## config.mk

```make
export PLATFORM = sky130hd
export DESIGN_NAME = bcd_addsub_unit
export DESIGN_NICKNAME = d
export VERILOG_FILES = /design/src/rtl/bcd_pkg.sv /design/src/rtl/bcd_add_core.sv /design/src/rtl/bcd_sub_core.sv /design/src/rtl/bcd_out_stage.sv /design/src/rtl/bcd_addsub_unit.sv
export SDC_FILE = /design/constraint.sdc
export NUM_CORES = 1
export LEC_CHECK = 0
export ABC_AREA = 1
export CAP_MARGIN = 20
export CORE_MARGIN = 5
export CORE_UTILIZATION = 49
export DETAILED_ROUTE_END_ITERATION = 12
export GPL_ROUTABILITY_DRIVEN = 0
export PLACE_DENSITY_LB_ADDON = 0.12
export SETUP_SLACK_MARGIN = 0.05
export SYNTH_ARGS = -nofsm -noshare
export SYNTH_HDL_FRONTEND = slang
export SYNTH_SLANG_ARGS = --single-unit
```

## constraint.sdc

```tcl
create_clock -name clk -period 0.85 [get_ports clk]
set_input_delay 0.085 -clock clk [delete_from_list [all_inputs] [get_ports clk]]
set_output_delay 0.085 -clock clk [all_outputs]
set_load 0.005 [all_outputs]
```

## src/rtl/bcd_pkg.sv

```systemverilog
package bcd_pkg;
  parameter int DIG_W  = 4;
  localparam int BYTE_W = 2 * DIG_W;
  localparam int SUM_W  = DIG_W + 2;

  typedef struct packed {
    logic [BYTE_W-1:0] res;
    logic              n;
    logic              v;
    logic              z;
    logic              c;
  } bcd_res_t;

  // Decimal add: legacy flag quirks taken from partial sums.
  function automatic bcd_res_t bcd_add_f(input logic [BYTE_W-1:0] a,
                                         input logic [BYTE_W-1:0] b,
                                         input logic              cin);
    logic [SUM_W-1:0]  lo;
    logic [SUM_W-1:0]  hi;
    logic [BYTE_W-1:0] raw;
    bcd_res_t          r;
    lo  = SUM_W'(a[DIG_W-1:0]) + SUM_W'(b[DIG_W-1:0]) + SUM_W'(cin);
    hi  = SUM_W'(a[BYTE_W-1:DIG_W]) + SUM_W'(b[BYTE_W-1:DIG_W]);
    raw = BYTE_W'(lo) + BYTE_W'(hi);
    r.z = (raw == '0);
    if (lo > SUM_W'(9)) begin
      lo = lo + SUM_W'(6);
      hi = hi + SUM_W'(1);
    end
    r.n = hi[DIG_W-1];
    r.v = ~(a[BYTE_W-1] ^ b[BYTE_W-1]) & (a[BYTE_W-1] ^ hi[DIG_W-1]);
    if (hi > SUM_W'(9)) hi = hi + SUM_W'(6);
    r.c   = (hi > SUM_W'(15));
    r.res = {hi[DIG_W-1:0], lo[DIG_W-1:0]};
    return r;
  endfunction

  // Decimal subtract with digit borrow; flags from final result.
  function automatic bcd_res_t bcd_sub_f(input logic [BYTE_W-1:0] a,
                                         input logic [BYTE_W-1:0] b,
                                         input logic              cin);
    logic signed [SUM_W-1:0] lo;
    logic signed [SUM_W-1:0] hi;
    logic                    brw;
    bcd_res_t                r;
    lo  = $signed(SUM_W'(a[DIG_W-1:0])) - $signed(SUM_W'(b[DIG_W-1:0]))
          - $signed(SUM_W'(1)) + $signed(SUM_W'(cin));
    brw = lo[SUM_W-1];
    if (brw) lo = lo + $signed(SUM_W'(10));
    hi  = $signed(SUM_W'(a[BYTE_W-1:DIG_W])) - $signed(SUM_W'(b[BYTE_W-1:DIG_W]))
          - $signed(SUM_W'(brw));
    r.c = ~hi[SUM_W-1];
    if (hi[SUM_W-1]) hi = hi + $signed(SUM_W'(10));
    r.res = {hi[DIG_W-1:0], lo[DIG_W-1:0]};
    r.n   = r.res[BYTE_W-1];
    r.z   = (r.res == '0);
    r.v   = (a[BYTE_W-1] ^ b[BYTE_W-1]) & (a[BYTE_W-1] ^ r.res[BYTE_W-1]);
    return r;
  endfunction
endpackage

```

## src/rtl/bcd_add_core.sv

```systemverilog
module bcd_add_core
  import bcd_pkg::*;
(
  input  logic [BYTE_W-1:0] a,
  input  logic [BYTE_W-1:0] b,
  input  logic              cin,
  output bcd_res_t          out,
  output logic              lo_fix
);
  assign out    = bcd_add_f(a, b, cin);
  assign lo_fix = (SUM_W'(a[DIG_W-1:0]) + SUM_W'(b[DIG_W-1:0]) + SUM_W'(cin)) > SUM_W'(9);
endmodule

```

## src/rtl/bcd_sub_core.sv

```systemverilog
module bcd_sub_core
  import bcd_pkg::*;
(
  input  logic [BYTE_W-1:0] a,
  input  logic [BYTE_W-1:0] b,
  input  logic              cin,
  output bcd_res_t          out,
  output logic              lo_borrow
);
  assign out       = bcd_sub_f(a, b, cin);
  assign lo_borrow = ({1'b0, a[DIG_W-1:0]} + {{DIG_W{1'b0}}, cin})
                     < ({1'b0, b[DIG_W-1:0]} + {{DIG_W{1'b0}}, 1'b1});
endmodule

```

## src/rtl/bcd_out_stage.sv

```systemverilog
module bcd_out_stage
  import bcd_pkg::*;
(
  input  logic     clk,
  input  logic     rst_n,
  input  logic     load,
  input  logic     load_sub,
  input  bcd_res_t d,
  output bcd_res_t q,
  output logic     q_valid,
  output logic     q_sub
);
  always_ff @(posedge clk or negedge rst_n) begin
    if (!rst_n) begin
      q       <= '0;
      q_valid <= 1'b0;
      q_sub   <= 1'b0;
    end else begin
      q_valid <= load;
      if (load) begin
        q     <= d;
        q_sub <= load_sub;
      end
    end
  end
endmodule

```

## src/rtl/bcd_addsub_unit.sv

```systemverilog
module bcd_addsub_unit
  import bcd_pkg::*;
(
  input  logic              clk,
  input  logic              rst_n,
  input  logic              in_valid,
  input  logic              sub_mode,
  input  logic [BYTE_W-1:0] opa,
  input  logic [BYTE_W-1:0] opb,
  input  logic              carry_in,
  output logic              out_valid,
  output logic [BYTE_W-1:0] result,
  output logic              flag_n,
  output logic              flag_v,
  output logic              flag_z,
  output logic              flag_c
);
  bcd_res_t add_res;
  bcd_res_t sub_res;
  bcd_res_t sel_res;
  bcd_res_t held;
  logic     add_lo_fix;
  logic     sub_lo_borrow;
  logic     held_sub;

  bcd_add_core u_add (.a(opa), .b(opb), .cin(carry_in), .out(add_res), .lo_fix(add_lo_fix));
  bcd_sub_core u_sub (.a(opa), .b(opb), .cin(carry_in), .out(sub_res), .lo_borrow(sub_lo_borrow));

  assign sel_res = sub_mode ? sub_res : add_res;

  bcd_out_stage u_stage (
    .clk(clk), .rst_n(rst_n), .load(in_valid), .load_sub(sub_mode),
    .d(sel_res), .q(held), .q_valid(out_valid), .q_sub(held_sub)
  );

  assign result = held.res;
  assign flag_n = held.n;
  assign flag_v = held.v;
  assign flag_z = held.z;
  assign flag_c = held.c;
endmodule

```

=== Word-level counts from Yosys, hierarchy flattened ===
Cells that the tools add are included.

* Register bits: 13
* Logic and storage cells: 38

* $add $sub $neg: 14
* Magnitude comparators: 3
* Muxes and demuxes: 6
* Bitwise operators: 7
* Reduce and logical (&&, ||, !) cells: 2

{| class="wikitable"
|+ Operator list
! operator !! count
|-
| $gt A6 B4 Y1 const B || 3
|-
| $logic_not A8 Y1 || 2
|-
| $mux W12 || 1
|-
| $mux W4 || 3
|-
| $mux W6 || 2
|-
| $add A4 B4 Y5 || 2
|-
| $sub A4 B4 Y5 || 2
|-
| $add A4 B4 Y4 const B || 2
|-
| $add A6 B5 Y7 || 1
|-
| $add A5 B1 Y6 || 1
|-
| $add A6 B1 Y6 const B || 1
|-
| $add A6 B2 Y6 || 1
|-
| $add A6 B3 Y6 const B || 1
|-
| $sub A5 B2 Y6 || 1
|-
| $sub A6 B2 Y6 const B || 1
|-
| $add A4 B3 Y4 const B || 1
|-
| $xor A1 B1 Y1 || 3
|-
| $and A1 B1 Y1 || 2
|-
| $not A1 Y1 || 2
|}

=== Depth between registers and ports, before layout ===
Gate-level depths: netlist of the first run.

* Depth after elaboration: 9
* Depth in mapped cells: 20

=== By module ===
Synthesis of the first run repeated with hierarchy kept, for this count alone.

* Cells, all modules: 378
* Area, all modules: 2476.1 µm²

{| class="wikitable"
|+ Modules (own cells, without submodules)
! module !! times used !! cells an instance !! area each (µm²)
|-
| bcd_sub_core || 1 || 145 || 925.9
|-
| bcd_add_core || 1 || 138 || 873.3
|-
| bcd_out_stage || 1 || 56 || 519.2
|-
| bcd_addsub_unit || 1 || 39 || 157.7
|}

=== Least setup slack after synthesis of the first run ===
OpenSTA, ideal clock, no wires.

* Path type: input to register
* Start point: input opa[0]
* End point: register u_stage.q[2] in the netlist's numbering
* Library setup time: 0.117 ns
* Arrival: 2.613 ns
* Required time: 0.733 ns
* Slack: -1.881 ns
* Stages: 18
* Cell sequence: inv_1 ha_1 fa_1 xor2_1 and3_2 nand2_2 nand2_4 ha_1 ha_1 xor2_1 inv_1 ha_1 o211ai_1 nand3_1 nand2_1 nand2_1 nand3_1 nand2_1

* Word-level cells in the longest chain between the ends: 9
* Elaborated cells between the ends (all ways): 15

{| class="wikitable"
|+ RTL lines
! element !! RTL line !! RTL
|-
| start, declared || bcd_addsub_unit.sv:8 || <nowiki>input logic [BYTE_W-1:0] opa,</nowiki>
|-
| $sub A4 B4 Y5 || bcd_pkg.sv:46 || <nowiki>lo = $signed(SUM_W'(a[DIG_W-1:0])) - $signed(SUM_W'(b[DIG_W-1:0]))</nowiki>
|-
| $sub A6 B2 Y6 || bcd_pkg.sv:47 || <nowiki>- $signed(SUM_W'(1)) + $signed(SUM_W'(cin));</nowiki>
|-
| $add A6 B2 Y6 || bcd_pkg.sv:47 ||
|-
| $sub A5 B2 Y6 || bcd_pkg.sv:51 || <nowiki>- $signed(SUM_W'(brw));</nowiki>
|-
| $add A4 B4 Y4 || bcd_pkg.sv:53 || <nowiki>if (hi[SUM_W-1]) hi = hi + $signed(SUM_W'(10));</nowiki>
|-
| $mux W4 || bcd_pkg.sv:53 ||
|-
| $xor A1 B1 Y1 || bcd_pkg.sv:57 || <nowiki>r.v = (a[BYTE_W-1] ^ b[BYTE_W-1]) & (a[BYTE_W-1] ^ r.res[BYTE_W-1]);</nowiki>
|-
| $and A1 B1 Y1 || bcd_pkg.sv:57 ||
|-
| $mux W12 (*) || bcd_addsub_unit.sv:29 || <nowiki>assign sel_res = sub_mode ? sub_res : add_res;</nowiki>
|-
| end signal, assigned || bcd_out_stage.sv:15 || <nowiki>q <= '0;</nowiki>
|-
| end signal, assigned || bcd_out_stage.sv:21 || <nowiki>q <= d;</nowiki>
|-
| end, declared || bcd_out_stage.sv:9 || <nowiki>output bcd_res_t q,</nowiki>
|}

Mark *: on every way between the ends. The rest lies on a longest branch, timed or not.
A chain may end at the register's enable or synchronous reset.

=== Final worst setup path of the first run ===
* Start point: input opb[2]
* End point: register u_stage.q[2] in the netlist's numbering

* Word-level cells in the longest chain between the ends: 9
* Elaborated cells between the ends (all ways): 15

{| class="wikitable"
|+ RTL lines
! element !! RTL line !! RTL
|-
| start, declared || bcd_addsub_unit.sv:9 || <nowiki>input logic [BYTE_W-1:0] opb,</nowiki>
|-
| $sub A4 B4 Y5 || bcd_pkg.sv:46 ||
|-
| $sub A6 B2 Y6 || bcd_pkg.sv:47 ||
|-
| $add A6 B2 Y6 || bcd_pkg.sv:47 ||
|-
| $sub A5 B2 Y6 || bcd_pkg.sv:51 ||
|-
| $add A4 B4 Y4 || bcd_pkg.sv:53 ||
|-
| $mux W4 || bcd_pkg.sv:53 ||
|-
| $xor A1 B1 Y1 || bcd_pkg.sv:57 ||
|-
| $and A1 B1 Y1 || bcd_pkg.sv:57 ||
|-
| $mux W12 (*) || bcd_addsub_unit.sv:29 ||
|}

Marked as above.

==> flow_metrics.env, run 1 <==
export IMPL_p_leak_nw=1.83
export IMPL_core_um2=4000
export IMPL_cpMaxStageDelayCell="ha_4"
export IMPL_clkSlewWorstSetupHoldPaths_ps=50
export IMPL_path_cells="dlygate4sd2_1, inv_2, ha_4, a21oi_2, nand2_2, xor2_4, nand2_4, nand2_4, ha_4, ha_4, xor2_1, inv_1, ha_2, o211ai_1, nand3_2, nand2_1, nand2_1, nand3_2, nand2_1"
export IMPL_regToRegSetupSlack_ps=-40
export IMPL_rsz0062_at_grt="true"
export IMPL_synth_seq_area_share=0.162
export IMPL_cts_path_max_buffers=2
export IMPL_grt_total_usage=0.270
export IMPL_vdd_drop_max_v=0.000904
export IMPL_grt_pass1_vias=2603
export IMPL_skew_ps=0
export IMPL_path_buf_inv=3
export IMPL_setup_viol=12
export IMPL_crit_arrival_ps=2850
export IMPL_clkSinkCount=13
export IMPL_ys_flop_type="dfrtp_1"
export IMPL_syn2layout_area_growth_pct=74.8
export IMPL_cp_data_required_time_ps=990
export IMPL_netlist_instances=284
export IMPL_hold_viol=0
export IMPL_via_per_inst=5.81
export IMPL_critPathKind="in -> reg"
export IMPL_post_route_period_util=3.19
export IMPL_status="finished, violations left"
export IMPL_drive_gt1_frac=0.500
export IMPL_std_cell_rows=23
export IMPL_tns_ps=-17930
export IMPL_fillers=193
export IMPL_cp_max_fo=5
export IMPL_period_needed_ps=2710
export IMPL_vias=2686
export IMPL_synth_edf_count=0
export IMPL_post_dp_cell_area_um2=3050
export IMPL_end_kind="flip-flop"
export IMPL_total_power_mw=5.63
export IMPL_cts_hold_buf=0
export IMPL_async_flop_share=1.00
export IMPL_layout_setup_ws_ps=-1860
export IMPL_powerDensity_nw_per_um2=1610
export IMPL_start_util=0.502
export IMPL_wl_per_cell_um=19.1
export IMPL_die_w_um=74
export IMPL_critical_path_max_stage_delay_ps=280
export IMPL_yosysWarnings=0
export IMPL_overflow=0
export IMPL_cts_root_buf="clkbuf_8"
export IMPL_antenna_found_initial=0
export IMPL_syn_nets=339
export IMPL_cts_buffers=3
export IMPL_syn_avg_cell_area_um2=7.07
export IMPL_drt_iter0_drc=199
export IMPL_fp_dieArea_um2=5480
export IMPL_grt_pass1_wl_um=11500
export IMPL_tightest_slew_ps=327
export IMPL_first_pass_iters=7
export IMPL_startpoint_type="primary input"
export IMPL_antenna_left=0
export IMPL_stdcell_area_um2=3510
export IMPL_die_height_um=74
export IMPL_remaining_drc_errors=0
export IMPL_h_tree_depth=1
export IMPL_cpLargestDelayFamily="adder cells"
export IMPL_syn_area_um2=2010
export IMPL_port_buffers=33
export IMPL_cts_tree="done"
export IMPL_diodes=0
export IMPL_clk_latency_ps=240
export IMPL_maxCapViolations=0
export IMPL_hpwlAfterDp_um=4390
export IMPL_ys_seq_elements=13
export IMPL_ios=34
export IMPL_relSlewSlack=0.781
export IMPL_violations="negative setup slack"
export IMPL_layout_commonest_cell="buf_4"
export IMPL_slew_violations=0
export IMPL_yosysUniqueCellTypes=38
export IMPL_hold_class="in -> async"
export IMPL_layout_common_cells="buf_4, nand2_1, inv_1"
export IMPL_nets=468
export IMPL_wirelength_um=8820
export IMPL_max_freq_ghz=0.368
export IMPL_grt_max_degree=14
cells by family (layout without fill, tap and decap cells):
logic type	after synthesis	in the layout	synth area share
DFF	13	13	0.162
adders and majority gates	34	34	0.234
AOI/OAI and AO/OA	39	39	0.125
and+or+nand+nor	122	122	0.284
buffers and inverters	61	189	0.118
xor gates and xnor gates	15	15	0.0767
report_power, final:
group          switching [mW]  internal (mW)  leakage (nW)  total, mW
logic                    2.28           2.00          1.65       4.28
registers              0.0586          0.752         0.155      0.810
clock network           0.214          0.331        0.0228      0.545
total                    2.55           3.09          1.83       5.63
cells in the mapped netlist, types with 2 or more instances:
library cell | number | area (µm²)
nand3_2 | 3 | 30.0
xnor2_1 | 2 | 17.5
dfrtp_1 | 13 | 325
clkbuf_1 | 4 | 15.0
nor2_2 | 2 | 12.5
nand3_1 | 20 | 100
o21ai_1 | 5 | 25.0
fa_1 | 6 | 120
o21bai_1 | 3 | 22.5
xnor2_2 | 2 | 32.5
xor2_1 | 10 | 87.6
ha_1 | 28 | 350
a21oi_1 | 13 | 65.1
nand2_1 | 65 | 244
inv_2 | 6 | 22.5
a21oi_2 | 3 | 26.3
nand3b_1 | 3 | 22.5
o21ai_0 | 7 | 35.0
nand2_2 | 4 | 25.0
nor2_1 | 14 | 52.6
inv_1 | 49 | 184
a31oi_1 | 2 | 12.5
nand4_1 | 4 | 25.0
nand2_4 | 2 | 22.5
area by class of cell:
type | instances | area [µm²] | area share
multi-input cells | 210 | 1830 | 0.521
well taps | 50 | 62.6 | 0.0178
flip-flops and latches | 13 | 325 | 0.0928
repair buffers | 129 | 1030 | 0.293
inverters | 56 | 220 | 0.0628
clock buffers | 4 | 45.0 | 0.0128
through the flow:
stage | setup WS [ps] | utilization | hold slack, ps | instances
floorplan | -1680 | - | -211 | 284
global placement | -2260 | 0.762 | 401 | 440
detailed placement | -2390 | 0.762 | 404 | 440
CTS | -1610 | 0.845 | 146 | 457
global route | -1990 | 0.877 | 168 | 462
finish | -1860 | 0.877 | 141 | 462
worst paths after layout:
check / startpoint / endpoint / cells after the start
max: opb[2] / u_stage.q[2] / 19
min: rst_n / u_stage.q[0] / 2
max reg2reg: u_stage.q[1] / u_stage.q[1] / 4
min reg2reg: u_stage.q[2] / u_stage.q[2] / 2
max in group asynchronous: rst_n / u_stage.q[7] / 2
min in group clk: u_stage.q[2] / u_stage.q[2] / 2
worst register-to-register path: stages, from the launching register on:
cell and delay [ps]:
dfrtp_1 370, buf_4 130, buf_4 120, nor2_1 120
a21oi_2 40
timing repair:
| action | CTS | global route |
|---|---|---|
| cloned | 0 | 0 |
| buffers inserted | 13 | 7 |
| gates resized for setup | 135 | 25 |
| pin swaps | 43 | 41 |
| endpoints found under the setup margin | 25 | 25 |
routing by layer:
metal  vias up  wire [µm]  track usage
met5         -          0            0
met4         0        773        0.151
met3        76        683       0.0284
met2       215       4280        0.507
met1      1237       3080        0.293
li1       1158          -            -
state kept, by name, indices dropped and copies added (netlist names):
signal           flops
u_stage.q           12
u_stage.q_valid      1
No activity file was read; power rests on OpenSTA's default activity.
==> run 2, diff against run 1 <==
CORE_MARGIN = not set   (was 5)
clock period = 2.25 ns   (was 0.85 ns; I/O delays follow)
==> run 2 against run 1 <==
  * First-iteration DRC count is 2.0% higher
  * Cell count is 6.5% lower
  * Critical endpoint is now u_stage.q[1]
  * Sequential power is 62% lower
  * The flow still finishes with violations (negative setup slack)
==> flow_metrics.env, run 2 (same netlist as run 1, synthesis figures left out) <==
export IMPL_diodes=0
export IMPL_port_buffers=33
export IMPL_cts_buffers=3
export IMPL_grt_total_usage=0.277
export IMPL_period_needed_ps=2670
export IMPL_drt_iter0_drc=203
export IMPL_skew_ps=0
export IMPL_antenna_found_initial=0
export IMPL_cp_data_required_time_ps=2420
export IMPL_post_dp_cell_area_um2=2840
export IMPL_core_um2=3800
export IMPL_grt_pass1_vias=2191
export IMPL_max_flop_register="u_stage.q"
export IMPL_slew_violations=0
export IMPL_powerDensity_nw_per_um2=596
export IMPL_vias=2352
export IMPL_die_w_um=66
export IMPL_cp_max_fo=4
export IMPL_wirelength_um=6880
export IMPL_rsz0062_at_grt="true"
export IMPL_layout_commonest_cell="buf_4"
export IMPL_worst_path_stages=20
export IMPL_nets=440
export IMPL_layout_setup_ws_ps=-421
export IMPL_cts_root_buf="clkbuf_8"
export IMPL_hold_class="in -> async"
export IMPL_via_per_inst=5.44
export IMPL_syn2layout_area_growth_pct=65.6
export IMPL_cp_common_cell="buf_4"
export IMPL_post_route_util=0.875
export IMPL_std_cell_rows=22
export IMPL_cts_hold_buf=0
export IMPL_hold_viol=0
export IMPL_fp_dieArea_um2=4360
export IMPL_cpMaxStageDelayCell="fa_2"
export IMPL_path_buf_inv=7
export IMPL_reg_top3="u_stage.q: 12 flops, u_stage.q_valid: 1 flops"
export IMPL_placed_cells=413
export IMPL_first_pass_iters=4
export IMPL_die_height_um=66
export IMPL_post_route_period_util=1.19
export IMPL_wl_per_cell_um=15.9
export IMPL_path_cells="buf_8, inv_8, ha_4, fa_2, xor2_2, and3_4, nand2_4, nand2_4, ha_4, buf_4, buf_4, inv_2, nor2_2, nand2_2, buf_4, o211ai_1, buf_4, a21oi_2, nand3_2, a21oi_2"
export IMPL_clkSlewWorstSetupHoldPaths_ps=50
export IMPL_h_tree_depth=1
export IMPL_worstRegToRegCells=3
export IMPL_overflow=0
export IMPL_layout_cells_non_filler=432
export IMPL_critical_path_max_stage_delay_ps=400
export IMPL_vdd_drop_max_v=0.000433
export IMPL_layout_common_cells="buf_4, nand2_1, inv_1"
export IMPL_relSlewSlack=0.622
export IMPL_remaining_drc_errors=0
export IMPL_p_leak_nw=1.69
export IMPL_clk_latency_ps=240
export IMPL_start_util=0.528
export IMPL_grt_max_degree=14
export IMPL_startpoint_type="primary input"
export IMPL_violations="negative setup slack"
export IMPL_hpwlAfterDp_um=4090
export IMPL_end_kind="flip-flop"
export IMPL_maxCapViolations=0
export IMPL_critPathKind="in -> reg"
export IMPL_clkSinkCount=13
export IMPL_grt_pass1_wl_um=9290
export IMPL_tightest_slew_ps=566
export IMPL_cpLargestDelayFamily="buffers and inverters"
export IMPL_antenna_left=0
export IMPL_drive_gt1_frac=0.427
export IMPL_ios=34
export IMPL_setup_viol=8
export IMPL_status="finished, violations left"
export IMPL_stdcell_area_um2=3320
export IMPL_fillers=187
export IMPL_cts_path_max_buffers=2
export IMPL_max_freq_ghz=0.374
export IMPL_largest_reg_flops=12
export IMPL_cts_tree="done"
export IMPL_crit_arrival_ps=2840
[run 2: area by class of cell]
cell class | count | area [µm²] | share of cell area
clock buffer | 3 | 41.3 | 0.0124
timing repair buffer | 101 | 868 | 0.261
sequential | 13 | 325 | 0.0979
inverter | 56 | 220 | 0.0662
tap | 48 | 60.1 | 0.0181
multi-input combinational | 210 | 1800 | 0.543
clock inverter | 1 | 5.00 | 0.00151
[run 2: per-stage QoR]
stage          TNS [ps]  setup WS [ps]  power [mW]  hold slack [ps]
5_1_grt           -3140           -545        2.12              394
3_5_place_dp      -9850          -1140        1.41              467
3_3_place_gp      -9140           -999        1.37              461
2_1_floorplan     -1790           -416       0.961            -70.6
6_report          -2320           -421        1.98              349
4_1_cts           -2190           -414        1.74              363
[run 2: power by group]
| group | internal (mW) | switching (mW) | total, mW |
|---|---|---|---|
| Sequential | 0.284 | 0.0269 | 0.311 |
| Clock | 0.122 | 0.0813 | 0.203 |
| Combinational | 0.696 | 0.771 | 1.47 |
| Total | 1.10 | 0.879 | 1.98 |
[run 2: layer usage]
| metal | vias up | global-route usage | part of all wire |
|---|---|---|---|
| met5 | - | 0 | 0 |
| met4 | 0 | 0.0479 | 0.032 |
| met3 | 27 | 0.0328 | 0.051 |
| met2 | 104 | 0.537 | 0.52 |
| met1 | 1115 | 0.323 | 0.40 |
| li1 | 1106 | - | - |
[run 2: final timing paths]
path                                     from            end  slack (ps)
worst min register to register   u_stage.q[4]   u_stage.q[4]         490
worst max-delay path                   opa[0]   u_stage.q[1]        -420
max in group asynchronous               rst_n   u_stage.q[7]        1530
min in group clk                 u_stage.q[4]   u_stage.q[4]         490
worst max register to register  u_stage.q[11]  u_stage.q[11]        1380
worst min-delay path                    rst_n   u_stage.q[0]         350
[run 2: repair_timing]
action,4_1_cts,5_1_grt
pin swaps,42,46
setup buffers,10,7
setup endpoints to repair,11,11
resized for setup,58,51
